File: src/rtl/itp_pkg.sv
package itp_pkg;

  localparam int PC_W = 32;

  typedef enum logic [1:0] {
    KIND_NONE = 2'd0,
    KIND_CALL = 2'd1,
    KIND_RET  = 2'd2,
    KIND_JMP  = 2'd3
  } jkind_e;

  // Address of the instruction after a 4-byte call.
  function automatic logic [PC_W-1:0] next_seq_pc(input logic [PC_W-1:0] pc);
    return pc + PC_W'(4);
  endfunction

endpackage

File: src/rtl/itp_ret_stack.sv
module itp_ret_stack #(
  parameter int DEPTH = 8,
  parameter int W     = 32
) (
  input  logic         clk,
  input  logic         rst_n,
  input  logic         push,
  input  logic         pop,
  input  logic [W-1:0] push_data,
  output logic [W-1:0] top_data,
  output logic         empty
);
  localparam int PTR_W = (DEPTH > 1) ? $clog2(DEPTH) : 1;
  localparam int CNT_W = $clog2(DEPTH + 1);

  logic [W-1:0]     slots [DEPTH];
  logic [PTR_W-1:0] top_ptr;
  logic [CNT_W-1:0] fill;

  function automatic logic [PTR_W-1:0] ptr_up(input logic [PTR_W-1:0] p);
    return (p == PTR_W'(DEPTH - 1)) ? '0 : p + 1'b1;
  endfunction

  function automatic logic [PTR_W-1:0] ptr_down(input logic [PTR_W-1:0] p);
    return (p == '0) ? PTR_W'(DEPTH - 1) : p - 1'b1;
  endfunction

  assign empty    = (fill == '0);
  assign top_data = slots[top_ptr];

  always_ff @(posedge clk) begin
    if (!rst_n) begin
      top_ptr <= '0;
      fill    <= '0;
    end else if (push) begin
      top_ptr <= ptr_up(top_ptr);
      if (fill != CNT_W'(DEPTH)) fill <= fill + 1'b1;
    end else if (pop && !empty) begin
      top_ptr <= ptr_down(top_ptr);
      fill    <= fill - 1'b1;
    end
  end

  always_ff @(posedge clk) begin
    if (push) slots[ptr_up(top_ptr)] <= push_data;
  end

endmodule

File: src/rtl/itp_target_table.sv
module itp_target_table #(
  parameter int DEPTH = 64,
  parameter int TAG_W = 10,
  parameter int W     = 32
) (
  input  logic         clk,
  input  logic         rst_n,
  input  logic [W-1:0] rd_pc,
  output logic         rd_hit,
  output logic [W-1:0] rd_target,
  input  logic         wr_en,
  input  logic [W-1:0] wr_pc,
  input  logic [W-1:0] wr_target
);
  localparam int IDX_W = $clog2(DEPTH);
  localparam int TAG_LO = IDX_W + 2;

  logic [DEPTH-1:0] valid_q;
  logic [TAG_W-1:0] tag_q [DEPTH];
  logic [W-1:0]     tgt_q [DEPTH];

  function automatic logic [IDX_W-1:0] index_of(input logic [W-1:0] pc);
    return pc[IDX_W+1:2];
  endfunction

  function automatic logic [TAG_W-1:0] tag_of(input logic [W-1:0] pc);
    return pc[TAG_LO+TAG_W-1:TAG_LO];
  endfunction

  logic [IDX_W-1:0] rd_idx, wr_idx;
  assign rd_idx = index_of(rd_pc);
  assign wr_idx = index_of(wr_pc);

  // Reads see contents before this cycle's write lands.
  assign rd_hit    = valid_q[rd_idx] && (tag_q[rd_idx] == tag_of(rd_pc));
  assign rd_target = tgt_q[rd_idx];

  always_ff @(posedge clk) begin
    if (!rst_n) valid_q <= '0;
    else if (wr_en) valid_q[wr_idx] <= 1'b1;
  end

  always_ff @(posedge clk) begin
    if (wr_en) begin
      tag_q[wr_idx] <= tag_of(wr_pc);
      tgt_q[wr_idx] <= wr_target;
    end
  end

endmodule

File: src/rtl/ind_target_pred.sv
module ind_target_pred
  import itp_pkg::*;
#(
  parameter int TBL_DEPTH = 64,
  parameter int TAG_W     = 10,
  parameter int RAS_DEPTH = 8
) (
  input  logic            clk,
  input  logic            rst_n,
  input  logic            lk_valid,
  input  logic [PC_W-1:0] lk_pc,
  input  logic [1:0]      lk_kind,
  input  logic            up_valid,
  input  logic [PC_W-1:0] up_pc,
  input  logic            up_is_ret,
  input  logic [PC_W-1:0] up_target,
  output logic            pred_valid,
  output logic [PC_W-1:0] pred_target
);
  // Named internal events, observed by the bound checker.
  logic            is_call, is_ret, is_jmp;
  logic            stk_push, stk_pop, stk_underflow;
  logic            ras_empty;
  logic [PC_W-1:0] ras_top;
  logic            tbl_hit, tbl_wr;
  logic [PC_W-1:0] tbl_target;
  logic            pv_d;
  logic [PC_W-1:0] pt_d;

  assign is_call = lk_valid && (lk_kind == KIND_CALL);
  assign is_ret  = lk_valid && (lk_kind == KIND_RET);
  assign is_jmp  = lk_valid && (lk_kind == KIND_JMP);

  assign stk_push      = is_call;
  assign stk_pop       = is_ret && !ras_empty;
  assign stk_underflow = is_ret && ras_empty;
  assign tbl_wr        = up_valid && !up_is_ret;

  itp_ret_stack #(.DEPTH(RAS_DEPTH), .W(PC_W)) u_ras (
    .clk       (clk),
    .rst_n     (rst_n),
    .push      (stk_push),
    .pop       (stk_pop),
    .push_data (next_seq_pc(lk_pc)),
    .top_data  (ras_top),
    .empty     (ras_empty)
  );

  itp_target_table #(.DEPTH(TBL_DEPTH), .TAG_W(TAG_W), .W(PC_W)) u_tbl (
    .clk       (clk),
    .rst_n     (rst_n),
    .rd_pc     (lk_pc),
    .rd_hit    (tbl_hit),
    .rd_target (tbl_target),
    .wr_en     (tbl_wr),
    .wr_pc     (up_pc),
    .wr_target (up_target)
  );

  always_comb begin
    pv_d = 1'b0;
    pt_d = '0;
    if (is_ret) begin
      pv_d = !ras_empty;
      pt_d = ras_empty ? '0 : ras_top;
    end else if (is_call || is_jmp) begin
      pv_d = tbl_hit;
      pt_d = tbl_hit ? tbl_target : '0;
    end
  end

  always_ff @(posedge clk) begin
    if (!rst_n) begin
      pred_valid  <= 1'b0;
      pred_target <= '0;
    end else begin
      pred_valid  <= pv_d;
      pred_target <= pt_d;
    end
  end

endmodule

File: config.mk
export PLATFORM = sky130hd
export DESIGN_NAME = ind_target_pred
export DESIGN_NICKNAME = d
export VERILOG_FILES = /design/src/rtl/itp_pkg.sv /design/src/rtl/itp_ret_stack.sv /design/src/rtl/itp_target_table.sv /design/src/rtl/ind_target_pred.sv
export SDC_FILE = /design/constraint.sdc
export NUM_CORES = 2
export LEC_CHECK = 0
export ABC_CLOCK_PERIOD_IN_PS = 14050
export BUFFER_PORTS_ARGS = -buffer_cell sky130_fd_sc_hd__buf_2
export CAP_MARGIN = 20
export CORE_ASPECT_RATIO = 0.7
export CORE_MARGIN = 10
export CORE_UTILIZATION = 25
export DETAILED_ROUTE_END_ITERATION = 7
export PLACE_DENSITY = 0.48
export SYNTH_ARGS = -nofsm -noshare
export SYNTH_HDL_FRONTEND = slang
export SYNTH_SLANG_ARGS = --single-unit
File: constraint.sdc
create_clock -name clk -period 14.05 [get_ports clk]
set_clock_uncertainty 0.2 [all_clocks]
set_input_delay 2.81 -clock clk [delete_from_list [all_inputs] [get_ports clk]]
set_output_delay 2.81 -clock clk [all_outputs]
set_load 0.02 [all_outputs]
; Yosys cells after proc, flatten, opt, wreduce, memory -nomap -nowiden
; Memory sizes are Yosys's and may differ from the RTL's. A register that Yosys moved wholly into a read port is not among the register bits.
; Index checks and enable logic that the tools add are counted.
[word_totals]
register_bits = 104
ramBits = 2944
input_bits = 103
memories = 3
[memory_table]
columns = name, words, word_bits, rd, rd_clocked_by_memory_dff, wr, line_no
row1 = u_tbl.tgt_q, 64, 32, 1, 0, 1, itp_target_table.sv:20  ; logic [W-1:0] tgt_q [DEPTH];
row2 = u_tbl.tag_q, 64, 10, 1, 0, 1, itp_target_table.sv:19  ; logic [TAG_W-1:0] tag_q [DEPTH];
row3 = u_ras.slots, 8, 32, 1, 1, 1, itp_ret_stack.sv:16  ; logic [W-1:0] slots [DEPTH];
[classes]
addsub = 5
n_lt_le_gt_ge = 3
n_eq_ne = 7
muxes = 23
n_bitwise = 1
n_reduce_logical = 15
[ops]
columns = op, n
row1 = $mux W32, 4
row2 = $or A64 B64 Y64, 1
row3 = $add A32 B3 Y32 const B, 1
row4 = $mux W3, 6
row5 = $lt A6 B7 Y1 const B, 2
row6 = $mux W4, 3
row7 = $eq A10 B10 Y1, 1
row8 = $logic_and A1 B1 Y1, 8
row9 = $mux W1, 8
row10 = $bmux W1 S6, 1
row11 = $demux W1 S6, 1
row12 = $ge A6 B1 Y1 const B, 1
row13 = $add A4 B1 Y4 const B, 1
row14 = $eq A2 B2 Y1 const B, 2
row15 = $logic_not A4 Y1, 1
row16 = $ne A4 B4 Y1 const B, 1
row17 = $sub A4 B1 Y4 const B, 1
row18 = $add A3 B1 Y3 const B, 1
row19 = $eq A3 B3 Y1 const B, 1
row20 = $logic_not A3 Y1, 1
row21 = $sub A3 B1 Y3 const B, 1
row22 = $eq A2 B1 Y1 const B, 1
row23 = $logic_not A1 Y1, 2
row24 = $ne A2 B1 Y1 const B, 1
row25 = other kinds (3), 3

; Logic depth before layout (Yosys ltp)
[depth]
word_depth = 8
mapped_depth = 16
mapped_depth_nobuf = 10

; Modules after synthesis
; Synthesis repeated with hierarchy kept, for this count alone.
[hier_totals]
cells_unflattened = 4989
hier_area_um2 = 117074.8
[modules_own_cells]
columns = module, instances, cells_per_inst, area_each_um2, seq_area_each_um2
row1 = itp_target_table, 1, 4350, 104911.9, 81998.6
row2 = itp_ret_stack, 1, 446, 10408.7, 7887.6
row3 = ind_target_pred, 1, 193, 1754.2, 660.6

; Worst setup path after synthesis
; No wires, ideal clock.
[synth_timing]
path_type = input to register
startpoint = input port lk_valid
endpoint = memory u_ras.slots[1][0] (enable)
t_arrival_ns = 6.891
t_required_ns = 13.337
slack_ns = 6.446
cell_stages = 5
path_cell_list = nand2_1 nor2_1 clkinv_1 nor2_1 nor4b_1
[synth_between]
elab_chain_cells = 3
[synth_rtl]
columns = item, line_no
row1 = "start, declared", ind_target_pred.sv:10  ; input logic lk_valid,
row2 = $logic_and A1 B1 Y1, ind_target_pred.sv:30  ; assign is_call = lk_valid && (lk_kind == KIND_CALL);
row3 = $mux W1, itp_ret_stack.sv:45  ; if (push) slots[ptr_up(top_ptr)] <= push_data;
row4 = $mux W1 (not written as such), itp_ret_stack.sv:45
row5 = "end, declared", itp_ret_stack.sv:16
; Every way passes these cells.

; Worst setup path in the final report
[layout_timing]
startpoint = input port lk_pc[3]
endpoint = register pred_target[27]
[layout_between]
elab_chain_cells = 6
word_cells_on_any_way = 9
[layout_rtl]
columns = item, line_no
row1 = "start, declared", ind_target_pred.sv:11  ; input logic [PC_W-1:0] lk_pc,
row2 = $mem_v2 Z64 W10 / $bmux W1 S6 (equally long branches), n/a
row3 = $eq A10 B10 Y1 / $mux W1 (equally long branches), itp_target_table.sv:35  ; assign rd_hit = valid_q[rd_idx] && (tag_q[rd_idx] == tag_of(rd_pc));
row4 = $logic_and A1 B1 Y1, itp_target_table.sv:35
row5 = $mux W32 (*), ind_target_pred.sv:68  ; pt_d = tbl_hit ? tbl_target : '0;
row6 = $mux W32 (*), ind_target_pred.sv:66  ; end else if (is_call || is_jmp) begin
row7 = $mux W32 (*), ind_target_pred.sv:63  ; if (is_ret) begin
row8 = "end signal, assigned", ind_target_pred.sv:78  ; pred_target <= pt_d;
row9 = "end, declared", ind_target_pred.sv:18  ; output logic [PC_W-1:0] pred_target
; Every way passes the cells marked *; elsewhere a longest branch is shown, timed or not. The select of a mux whose other input is x is not followed.
; A chain may end at the register's enable or synchronous reset.

==> metrics.txt <==
IO Pins=approximately 140; Final setup viols=0; Total Nets Final=between 5k and 6k; root buf cell=clkbuf_16; Synth Area per Inst=~23 µm²; first-pass GRT wire length=a little under 500,000 µm; count of different cell masters after synthesis=67; vias in the first global route=about 57k; most frequent cell after synthesis=edfxtp_1; leakage=between 40 and 50 nW; Die Span Y=593 µm; postcts setup bufs=0; CTS tree=built; min Tclk post-route=7650 ps; crit path cell chain=buf_8 -> buf_4 -> buf_12 -> mux4_1 -> mux2_2 -> o22ai_1 -> nor2_1 -> o221ai_1 -> xor2_1 -> nand4_1 -> or3_2 -> buf_4 -> o31ai_1; commonest cells in the netlist=2,944 x edfxtp_1, 753 x mux4_2, 231 x nor2_1; post-synthesis sequential area ratio=between 70% and 80%; Worst-Skew Late Latency=slightly below 900 ps; r2r worst-path depth=10; H-tree Lvls=5; cts bufs inserted=286; max_cap viols=0; Yosys Warn Count=0; clock transition at the registers of the reported paths=roughly 60 ps; Max FO, Critical Path=112; clk buf depth=4; Die Area=between 400,000 and 500,000 µm²; share of cells above drive strength 1=between 20% and 30%; crit start category=input port; WS Path Type=input port to register; num rows=210; Overall Global Routing Usage=around 14%; crit-path max cell delay=between 1000 and 1500 ps; drt drc=0; Mapped Area=between 100,000 and 150,000 µm²; peak supply drop=about 0.079 mV; Final Hold Fails=0; initial antenna violation count=59; Setup crit start=lk_pc[3]; final WL=364,000 µm; GRT overflow=0; #FFs+latches synth=around 3.1k; reg-to-reg startpoint=u_tbl.tag_q[0][8]; fin. max-slew vios=0; average wire per standard cell=30.5 µm; Slew headroom=14.3%; reg2reg setup slack=9690 ps; leading area contributor after synthesis=edfxtp_1; initial core utilization=between 20% and 30%; GPL Wtd Cong=between 0.7 and 0.8; Synth area leaders=edfxtp_1 75%, mux4_2 14%, dfxtp_1 1.8%, mux4_1 1.4%, mux2i_1 1.3%; Post-synth EDFFs=between 2k and 3k; CP max stage cell=o221ai_1; Final Instance Count excl. Fillers=~12k; largest net degree at the start of global routing=~110; async set-reset flop share out of synthesis=0%; area delta synth->final=15.5%; R2R Path End=pred_target[27]; Vias/cell=between 4 and 5; Post-DP HPWL=roughly 200,000 µm; CTS Sinks=3,051; drt first pass iters=8; Synth top area share=between 70% and 80%; DIE WIDTH=about 840 µm; Worst EP arrival=about 8000 ps; Critical Path End=pred_target[27]; status=completed; DRC violation total after the first TritonRoute iteration=between 7k and 8k; Resized Gates After CTS=0; DP Cell Count=~11k; Worst Setup End Kind=register; via count=57.0k; Post-DRT Antenna Nets=0; Worst Max-Slew Pin Slew=1280 ps; cell mode on critical path=buf_4; Setup TNS=0 ps; Max Clock Freq=between 100 and 150 MHz; final period utilization=a little over half; IO buf count=~120; CTS Hold Buffers Added=0; Most used DFF post-synth=edfxtp_1; Pwr per Cell Area=138 nW/µm²; cell count after synthesis=a little over 5k; Mapped Nets=between 5k and 6k; Core Region=approximately 470,000 µm²; Required @ worst endpoint=14,610 ps; HP Class=register to register; RSZ-0062 raised after global routing=false
worst min path at each step:
stage / from / to / slack [ps] / cells past startpoint
after detailed placement: u_tbl.valid_q[53] / u_tbl.valid_q[53] / 250 / 2
after global routing: u_tbl.valid_q[1] / u_tbl.valid_q[1] / 290 / 2
after CTS: u_tbl.valid_q[1] / u_tbl.valid_q[1] / 270 / 2
after global placement: u_tbl.valid_q[43] / u_tbl.valid_q[43] / 240 / 2
final: u_tbl.valid_q[18] / u_tbl.valid_q[18] / 260 / 2
after floorplan: u_tbl.valid_q[1] / u_tbl.valid_q[1] / 230 / 2
layout by cell type, fill, tap and decap left out, drive strengths merged, types with 27 or more instances in the layout:
master | netlist | layout
edfxtp | 2944 | 2944
mux4 | 814 | 814
clkbuf | 142 | 353
buf | 124 | 293
nor2 | 231 | 231
mux2i | 153 | 153
nand2 | 135 | 135
clkinv | 3 | 123
dfxtp | 107 | 107
o21ai | 86 | 86
mux2 | 64 | 64
a21oi | 42 | 42
a22oi | 42 | 42
a221oi | 30 | 30
xnor2 | 27 | 27
per-layer routing:
metal  up-vias  part of all wire, %  global-route usage (%)
li1      22450                    -                       -
met1     31636                   46                    21.1
met2      2394                   44                    21.4
met3       501                  8.1                    3.01
met4        18                  2.1                    2.82
met5         -                0.033                       0
flip-flops by register name, summed over array words and instances, names as in the netlist, named ones only:
register	count
u_tbl.valid_q	64
u_ras.top_ptr	3
pred_valid	1
pred_target	32
u_tbl.tgt_q	2048
u_ras.fill	4
u_ras.slots	256
u_tbl.tag_q	640
cell type report:
type,count,area [µm²]
clock inverter,152,1220
antenna,9,22.5
timing repair buffer,293,2360
multi-input combinational,1822,25600
sequential,3051,90600
tap,6254,7830
clock buffer,353,7710
inverter,10,38.8
fill,45421,332000
power breakdown:
part	leakage, nW	switching [mW]	total [mW]	internal (mW)
registers	27.3	0.0213	10.0	10.0
logic	9.44	0.609	0.969	0.360
clock network	4.37	3.45	7.67	4.22
cells by family (layout without fill, tap and decap cells):
family	Yosys count	in the layout	share of synthesized area, %
flops	3051	3051	77.3
mux	1031	1031	17.8
simple gates	472	472	1.72
buf+inv	276	808	1.31
compound gates	270	270	1.51
xor+xnor	41	41	0.307
fa+ha+maj	8	8	0.0919
other cells	0	9	0
per-stage QoR:
step	hold WS, ps	power (mW)	area [µm²]	setup WS, ps	utilization [%]
floorplan	232	10.8	117000	6450	-
global placement	245	11.2	126000	5530	27.0
detailed placement	252	11.2	126000	5450	27.0
CTS	266	18.8	135000	6430	28.9
global route	287	19.3	135000	6160	29.0
finish	264	18.7	135000	6400	29.0
critical path, delay by kind of cell:
kind	cells	cell delay [ps]
mux	2	720
xor+xnor	1	200
compound gates	3	1640
buf+inv	4	1950
simple gates	3	670
Note: power is estimated with default switching activity, not from simulation.
